<file path="src/rtl/lc_pkg.sv">
package lc_pkg;
  typedef enum logic [1:0] {
    LC_IDLE   = 2'd0,
    LC_FILL   = 2'd1,
    LC_ACTIVE = 2'd2
  } lc_state_e;
endpackage

</file>
<file path="src/rtl/lc_window.sv">
// Address arithmetic: buffer index, loop-window membership, branch classification.
module lc_window #(
  parameter int PC_W  = 32,
  parameter int DEPTH = 16,
  parameter int IDX_W = $clog2(DEPTH)
) (
  input  logic [PC_W-1:0]  fetch_pc,
  input  logic [PC_W-1:0]  loop_tgt,
  input  logic [PC_W-1:0]  loop_src,
  input  logic [PC_W-1:0]  br_src_pc,
  input  logic [PC_W-1:0]  br_tgt_pc,
  output logic [IDX_W-1:0] fetch_idx,
  output logic             fetch_in_loop,
  output logic             fetch_is_src,
  output logic             br_short_bwd,
  output logic             br_is_loop
);
  logic [PC_W-1:0] fetch_off;
  logic [PC_W-1:0] loop_span;
  logic [PC_W-1:0] br_dist;

  always_comb begin
    fetch_off     = fetch_pc - loop_tgt;
    loop_span     = loop_src - loop_tgt;
    // unsigned compare: an address below the target wraps to a large offset
    fetch_in_loop = (fetch_off[1:0] == 2'b00) && (fetch_off <= loop_span);
    fetch_idx     = fetch_off[IDX_W+1:2];
    fetch_is_src  = (fetch_pc == loop_src);
    br_dist       = br_src_pc - br_tgt_pc;
    br_short_bwd  = (br_tgt_pc < br_src_pc) && (br_dist[1:0] == 2'b00) &&
                    ((br_dist >> 2) < PC_W'(DEPTH));
    br_is_loop    = (br_src_pc == loop_src);
  end
endmodule

</file>
<file path="src/rtl/lc_ctrl.sv">
// Idle / fill / active sequencing and the recorded loop bounds.
module lc_ctrl
  import lc_pkg::*;
#(
  parameter int PC_W = 32
) (
  input  logic            clk,
  input  logic            rst_n,
  input  logic            fetch_valid,
  input  logic            br_taken,
  input  logic            br_short_bwd,
  input  logic            br_is_loop,
  input  logic            fetch_is_src,
  input  logic            fetch_in_loop,
  input  logic [PC_W-1:0] br_src_pc,
  input  logic [PC_W-1:0] br_tgt_pc,
  output lc_state_e       state_q,
  output logic [PC_W-1:0] loop_src_q,
  output logic [PC_W-1:0] loop_tgt_q
);
  lc_state_e state_d;
  logic      capture;
  logic      ev_taken;
  logic      ev_fall;
  logic      ev_stray;

  always_comb begin
    ev_taken = fetch_valid && br_taken;
    ev_fall  = fetch_valid && !br_taken && fetch_is_src;
    ev_stray = fetch_valid && !br_taken && !fetch_in_loop;
    state_d  = state_q;
    capture  = 1'b0;
    unique case (state_q)
      LC_IDLE: begin
        if (ev_taken && br_short_bwd) begin
          state_d = LC_FILL;
          capture = 1'b1;
        end
      end
      LC_FILL: begin
        if (ev_taken) begin
          state_d = br_is_loop ? LC_ACTIVE : LC_IDLE;
        end else if (ev_fall || ev_stray) begin
          state_d = LC_IDLE;
        end
      end
      LC_ACTIVE: begin
        if (ev_taken) begin
          if (br_is_loop) begin
            state_d = LC_ACTIVE;
          end else if (br_short_bwd) begin
            state_d = LC_FILL;
            capture = 1'b1;
          end else begin
            state_d = LC_IDLE;
          end
        end else if (ev_fall || ev_stray) begin
          state_d = LC_IDLE;
        end
      end
      default: state_d = LC_IDLE;
    endcase
  end

  always_ff @(posedge clk or negedge rst_n) begin
    if (!rst_n) begin
      state_q <= LC_IDLE;
    end else begin
      state_q <= state_d;
    end
  end

  always_ff @(posedge clk or negedge rst_n) begin
    if (!rst_n) begin
      loop_src_q <= '0;
      loop_tgt_q <= '0;
    end else if (capture) begin
      loop_src_q <= br_src_pc;
      loop_tgt_q <= br_tgt_pc;
    end
  end
endmodule

</file>
<file path="src/rtl/lc_store.sv">
// Tagless loop buffer: per-entry write enables, combinational read.
module lc_store #(
  parameter int DEPTH   = 16,
  parameter int INSTR_W = 32,
  parameter int IDX_W   = $clog2(DEPTH)
) (
  input  logic               clk,
  input  logic               wr_en,
  input  logic [IDX_W-1:0]   wr_idx,
  input  logic [INSTR_W-1:0] wr_data,
  input  logic [IDX_W-1:0]   rd_idx,
  output logic [INSTR_W-1:0] rd_data
);
  logic [INSTR_W-1:0] ent_q [DEPTH];

  for (genvar g = 0; g < DEPTH; g++) begin : g_ent
    logic ent_we;
    assign ent_we = wr_en && (wr_idx == IDX_W'(g));
    always_ff @(posedge clk) begin
      if (ent_we) begin
        ent_q[g] <= wr_data;
      end
    end
  end

  always_comb begin
    rd_data = '0;
    for (int i = 0; i < DEPTH; i++) begin
      if (rd_idx == IDX_W'(i)) rd_data = ent_q[i];
    end
  end
endmodule

</file>
<file path="src/rtl/lc_loop_cache.sv">
module lc_loop_cache
  import lc_pkg::*;
#(
  parameter int PC_W    = 32,
  parameter int INSTR_W = 32,
  parameter int DEPTH   = 16
) (
  input  logic               clk,
  input  logic               rst_n,
  input  logic               fetch_valid,
  input  logic [PC_W-1:0]    fetch_pc,
  input  logic [INSTR_W-1:0] l1_instr,
  input  logic               br_taken,
  input  logic [PC_W-1:0]    br_src_pc,
  input  logic [PC_W-1:0]    br_tgt_pc,
  output logic [INSTR_W-1:0] lc_instr,
  output logic               lc_sel,
  output logic               l1_en
);
  localparam int IDX_W = (DEPTH > 1) ? $clog2(DEPTH) : 1;

  lc_state_e        state_q;
  logic [PC_W-1:0]  loop_src_q;
  logic [PC_W-1:0]  loop_tgt_q;
  logic [IDX_W-1:0] fetch_idx;
  logic             fetch_in_loop;
  logic             fetch_is_src;
  logic             br_short_bwd;
  logic             br_is_loop;
  logic             buf_wr;
  logic             buf_hit;

  lc_window #(.PC_W(PC_W), .DEPTH(DEPTH), .IDX_W(IDX_W)) win_i (
    .fetch_pc      (fetch_pc),
    .loop_tgt      (loop_tgt_q),
    .loop_src      (loop_src_q),
    .br_src_pc     (br_src_pc),
    .br_tgt_pc     (br_tgt_pc),
    .fetch_idx     (fetch_idx),
    .fetch_in_loop (fetch_in_loop),
    .fetch_is_src  (fetch_is_src),
    .br_short_bwd  (br_short_bwd),
    .br_is_loop    (br_is_loop)
  );

  lc_ctrl #(.PC_W(PC_W)) ctrl_i (
    .clk           (clk),
    .rst_n         (rst_n),
    .fetch_valid   (fetch_valid),
    .br_taken      (br_taken),
    .br_short_bwd  (br_short_bwd),
    .br_is_loop    (br_is_loop),
    .fetch_is_src  (fetch_is_src),
    .fetch_in_loop (fetch_in_loop),
    .br_src_pc     (br_src_pc),
    .br_tgt_pc     (br_tgt_pc),
    .state_q       (state_q),
    .loop_src_q    (loop_src_q),
    .loop_tgt_q    (loop_tgt_q)
  );

  always_comb begin
    buf_wr  = fetch_valid && (state_q == LC_FILL)   && fetch_in_loop;
    buf_hit = fetch_valid && (state_q == LC_ACTIVE) && fetch_in_loop;
    lc_sel  = buf_hit;
    l1_en   = fetch_valid && !buf_hit;
  end

  lc_store #(.DEPTH(DEPTH), .INSTR_W(INSTR_W), .IDX_W(IDX_W)) store_i (
    .clk     (clk),
    .wr_en   (buf_wr),
    .wr_idx  (fetch_idx),
    .wr_data (l1_instr),
    .rd_idx  (fetch_idx),
    .rd_data (lc_instr)
  );
endmodule

</file>
<file path="config.mk">
export PLATFORM = sky130hd
export DESIGN_NAME = lc_loop_cache
export DESIGN_NICKNAME = d
export VERILOG_FILES = /design/src/rtl/lc_pkg.sv /design/src/rtl/lc_window.sv /design/src/rtl/lc_ctrl.sv /design/src/rtl/lc_store.sv /design/src/rtl/lc_loop_cache.sv
export SDC_FILE = /design/constraint.sdc
export NUM_CORES = 1
export LEC_CHECK = 0
export BUFFER_PORTS_ARGS = -buffer_cell sky130_fd_sc_hd__buf_2
export CORE_MARGIN = 2
export CORE_UTILIZATION = 60
export CTS_CLUSTER_DIAMETER = 30
export DETAILED_ROUTE_END_ITERATION = 10
export PLACE_DENSITY = 0.88
export SYNTH_ARGS = -nofsm -noshare
export SYNTH_HDL_FRONTEND = slang
export SYNTH_HIERARCHICAL = 1
export SYNTH_SLANG_ARGS = --single-unit
</file>
<file path="constraint.sdc">
create_clock -name clk -period 15.3 [get_ports clk]
set_input_delay 1.53 -clock clk [delete_from_list [all_inputs] [get_ports clk]]
set_output_delay 1.53 -clock clk [all_outputs]
set_load 0.005 [all_outputs]
</file>
==> qor.csv <==
stage,metric,value,unit
cts,CTS Buf Count,90,
run,Max Cap Viol,0,
sta,Setup Viol. Count Final,0,
cts,Post-CTS Setup Inserts,0,
drt,Vias per Instance,6.791,
global_routing,global-route wire length before repair,132600,um
drt,"antenna viol nets, final",0,
synthesis,Post-Synth Simple-Gate Area,0.07930,
sta,crit path time final,8.740,ns
floorplan,initial core utilization,0.6092,
sta,worst-margin pin slew,1.306,ns
pwr,Reg power frac,0.403,
synthesis,Post-synth EDFFs,512,
synthesis,synthesized cell area,0.02995,mm^2
synthesis,Adder-Cell Fraction of Synth Area,0.05465,
sta,Slew HR,0.1246,
sta,fin crit share,0.5712,
sta,Max Clock Freq,0.1144,GHz
sta,setup ws final,6.560,ns
floorplan,die area,0.05171,mm^2
synthesis,sequential area share after synthesis,0.5686,
cts,CTS tree,yes,
synthesis,Synth Area in XOR/XNOR,0.03802,
drt,Post-route DRC,0,
sta,setup TNS,0,ns
pwr,Clock power frac,0.487,
synthesis,post-synthesis compound-gate area fraction,0.1543,
global_routing,GRT Residual Overflow,0,
global_routing,GR Util All Layers,0.3461,
critical_path,biggest cell delay along the critical path,1.09,ns
critical_path,r2r endpoint,store_i/ent_q[0][149],
pwr,worst IR drop on VDD,0.09494,mV
sta,Final Max Tran Viols,0,
pwr,Internal Pwr Total,3.154,mW
layout,final core occ,0.6984,
place,pre-CTS setup slack,6.163,ns
critical_path,WP depth,27,
critical_path,CP endpoint,store_i/ent_q[0][149],
synthesis,top cell type's share of synthesized area,0.5134,
sta,Final Hold Slack,0.5066,ns
cts,H-Tree Depth,3,
sta,Hold Fails Final Rpt,0,
critical_path,Worst Path Buf+Inv,3,
synthesis,number of library cell types mapped by synthesis,95,
synthesis,asr flop ratio synth,0.1142,
critical_path,Crit path required time,15.60,ns
critical_path,element type at the critical path end,register,
critical_path,CP arrival,9.04,ns
cts,Clock Pin Slew Worst Setup and Hold Paths,0.05,ns
cts,CTS-repair resized insts,0,
layout,Final #Nets,2831,
cts,insertion delay to the later sink of the worst-skew pair,0.66,ns
pwr,Comb pwr share,0.110,
synthesis,Ys Warns,6,
synthesis,multiplexer share of the synthesized area,0.06601,
cts,clk root buf,clkbuf_16,
synthesis,synth top area cells,"edfxtp_1 (51%), dfrtp_1 (5.5%), ha_1 (5.3%), o21ai_0 (3.3%), a21oi_1 (3.0%)",
synthesis,largest family of logic cells by synthesized area,compound AO/OA/AOI/OAI gates,
floorplan,core footprint,0.04915,mm^2
layout,share of cells above drive strength 1,0.1849,
worst_hold_path,worst min-delay path class,register to register,
place,post-DP HPWL,57290,um
pwr,Design Power,4.260,mW
synthesis,syn nets,2676,
drt,DR pass1 iterations,6,
floorplan,Die Y,227.4,um
pwr,P_sw,1.106,mW
pwr,Sw Ratio,0.2596,
synthesis,syn_area_per_cell,12.40,um^2
sta,Final Skew,0.04539,ns
synthesis,gate count after technology mapping,2415,
floorplan,Chip Width,227.4,um
global_routing,largest net degree at the start of global routing,96,
cts,hold buffers post-CTS,0,
critical_path,Critical R2R Launch,ctrl_i/loop_src_q[0],
global_routing,vias in the first global route,21980,
place,RePlAce Congestion,0.9447,
critical_path,CP max stage cell,nor3_2,
critical_path,Worst setup startpoint,fetch_pc[0],
global_routing,initial antenna violation count,3,
synthesis,most area-hungry cell type in the Yosys netlist,edfxtp_1,
critical_path,startpoint types,primary input,
synthesis,top_reg_cell synth,edfxtp_1,
drt,Starting DRT DRC Count,3469,
synthesis,post-synthesis register bit count,578,
critical_path,"reg-to-reg slack, setup",6.75,ns
drt,Routed WL,89300,um
sta,RSZ-0062 raised after global routing,false,
critical_path,critical path's top delay family,compound AO/OA/AOI/OAI gates,
floorplan,# IOs,166,
floorplan,FP Rows,81,
critical_path,FF-to-FF path depth,26,
run_status,status,"finished, final reports clean",
layout,post-synthesis to final-layout area growth,14.64,%
critical_path,CP max FO,17,
drt,vias,22470,
cts,clock buffer depth,3,
pwr,power per cell area,124.1,mW/mm^2
place,Port Buffers,165,
pwr,Lkg Pwr,13.28,nW
cts,Clock Sinks,578,
critical_path,CP Class,primary input to register,
drt,routed length per instance,26.99,um
==> power by group through the flow <==
stage | Clock (mW) | Combinational (mW) | Sequential (mW)
2_1_floorplan | 0 | 0.272 | 1.75
3_3_place_gp | 0 | 0.426 | 1.75
3_5_place_dp | 0 | 0.438 | 1.75
4_1_cts | 2.08 | 0.451 | 1.72
5_1_grt | 2.15 | 0.496 | 1.72
6_report | 2.07 | 0.468 | 1.72
==> per-stage QoR <==
stage / cells / area (um^2)
floorplan: 2415 / 29950
global placement: 3142 / 31220
detailed placement: 3142 / 31220
CTS: 3308 / 34330
global route: 3309 / 34330
finish: 3309 / 34330
==> state kept, by name, indices dropped and copies added, names as in the netlist <==
signal	flops
store_i/ent_q	512
ctrl_i/loop_src_q	32
ctrl_i/loop_tgt_q	32
ctrl_i/state_q	2
==> final cells by class <==
class / count / area [um^2]
timing repair buffer: 185 / 975.9
fill: 3033 / 14820
antenna: 1 / 2.502
clock buffer: 99 / 2317
tap: 664 / 830.8
inverter: 129 / 484.2
multi-input combinational: 1586 / 11910
clock inverter: 67 / 788.3
sequential: 578 / 17030
==> synth_stat cells (16+ instances only) <==
cell type	n
mux2i_1	61
nand4_1	21
o22ai_1	38
xnor2_1	35
o21ai_0	199
mux2_4	49
nor2_1	106
nor4_1	24
o221ai_1	28
ha_1	126
a211oi_1	30
and3_1	19
nand2b_1	34
xor2_1	95
o21a_1	42
and3b_1	20
nor2b_1	19
inv_1	129
nand3_1	30
nand2_1	101
edfxtp_1	512
o21ai_1	17
buf_6	16
a21o_1	49
a21oi_1	178
buf_2	40
mux2_2	33
dfrtp_1	66
clkbuf_1	46
==> cells by family (layout without fill, tap and decap cells) <==
kind of cell / count (synthesis) / in the layout
flops: 578 / 578
other cells: 0 / 1
xor+xnor: 130 / 130
buf+inv: 251 / 480
mux: 159 / 159
fa+ha+maj: 129 / 129
compound gates: 723 / 723
simple gates: 445 / 445
==> how the worst min path moves through the flow <==
stage                                      from               endpoint  slack, ns  cells after the start
final                     ctrl_i/loop_tgt_q[19]  ctrl_i/loop_tgt_q[19]       0.51                      1
after global routing       ctrl_i/loop_tgt_q[6]   ctrl_i/loop_tgt_q[6]       0.52                      1
after CTS                 ctrl_i/loop_tgt_q[19]  ctrl_i/loop_tgt_q[19]       0.51                      1
after detailed placement  ctrl_i/loop_tgt_q[20]  ctrl_i/loop_tgt_q[20]       0.49                      1
after global placement    ctrl_i/loop_tgt_q[23]  ctrl_i/loop_tgt_q[23]       0.49                      1
after floorplan           ctrl_i/loop_tgt_q[10]  ctrl_i/loop_tgt_q[10]       0.48                      1
==> cell usage in the layout (no fill, tap or decap), types with 91 or more instances in the layout <==
cell type  count
edfxtp_1     512
o21ai_0      199
a21oi_1      177
buf_2        165
inv_1        129
ha_1         126
nand2_1      101
xor2_1        95
nor2_1        93
clkbuf_16     91
==> routing by layer <==
| metal | track usage | vias to the layer above | part of all wire |
|---|---|---|---|
| li1 | - | 9554 | - |
| met1 | 0.4421 | 10680 | 0.35 |
| met2 | 0.5507 | 1841 | 0.47 |
| met3 | 0.07073 | 391 | 0.11 |
| met4 | 0.2030 | 2 | 0.065 |
| met5 | 0 | - | 0.00013 |
No activity file was read; power rests on OpenSTA's default activity.
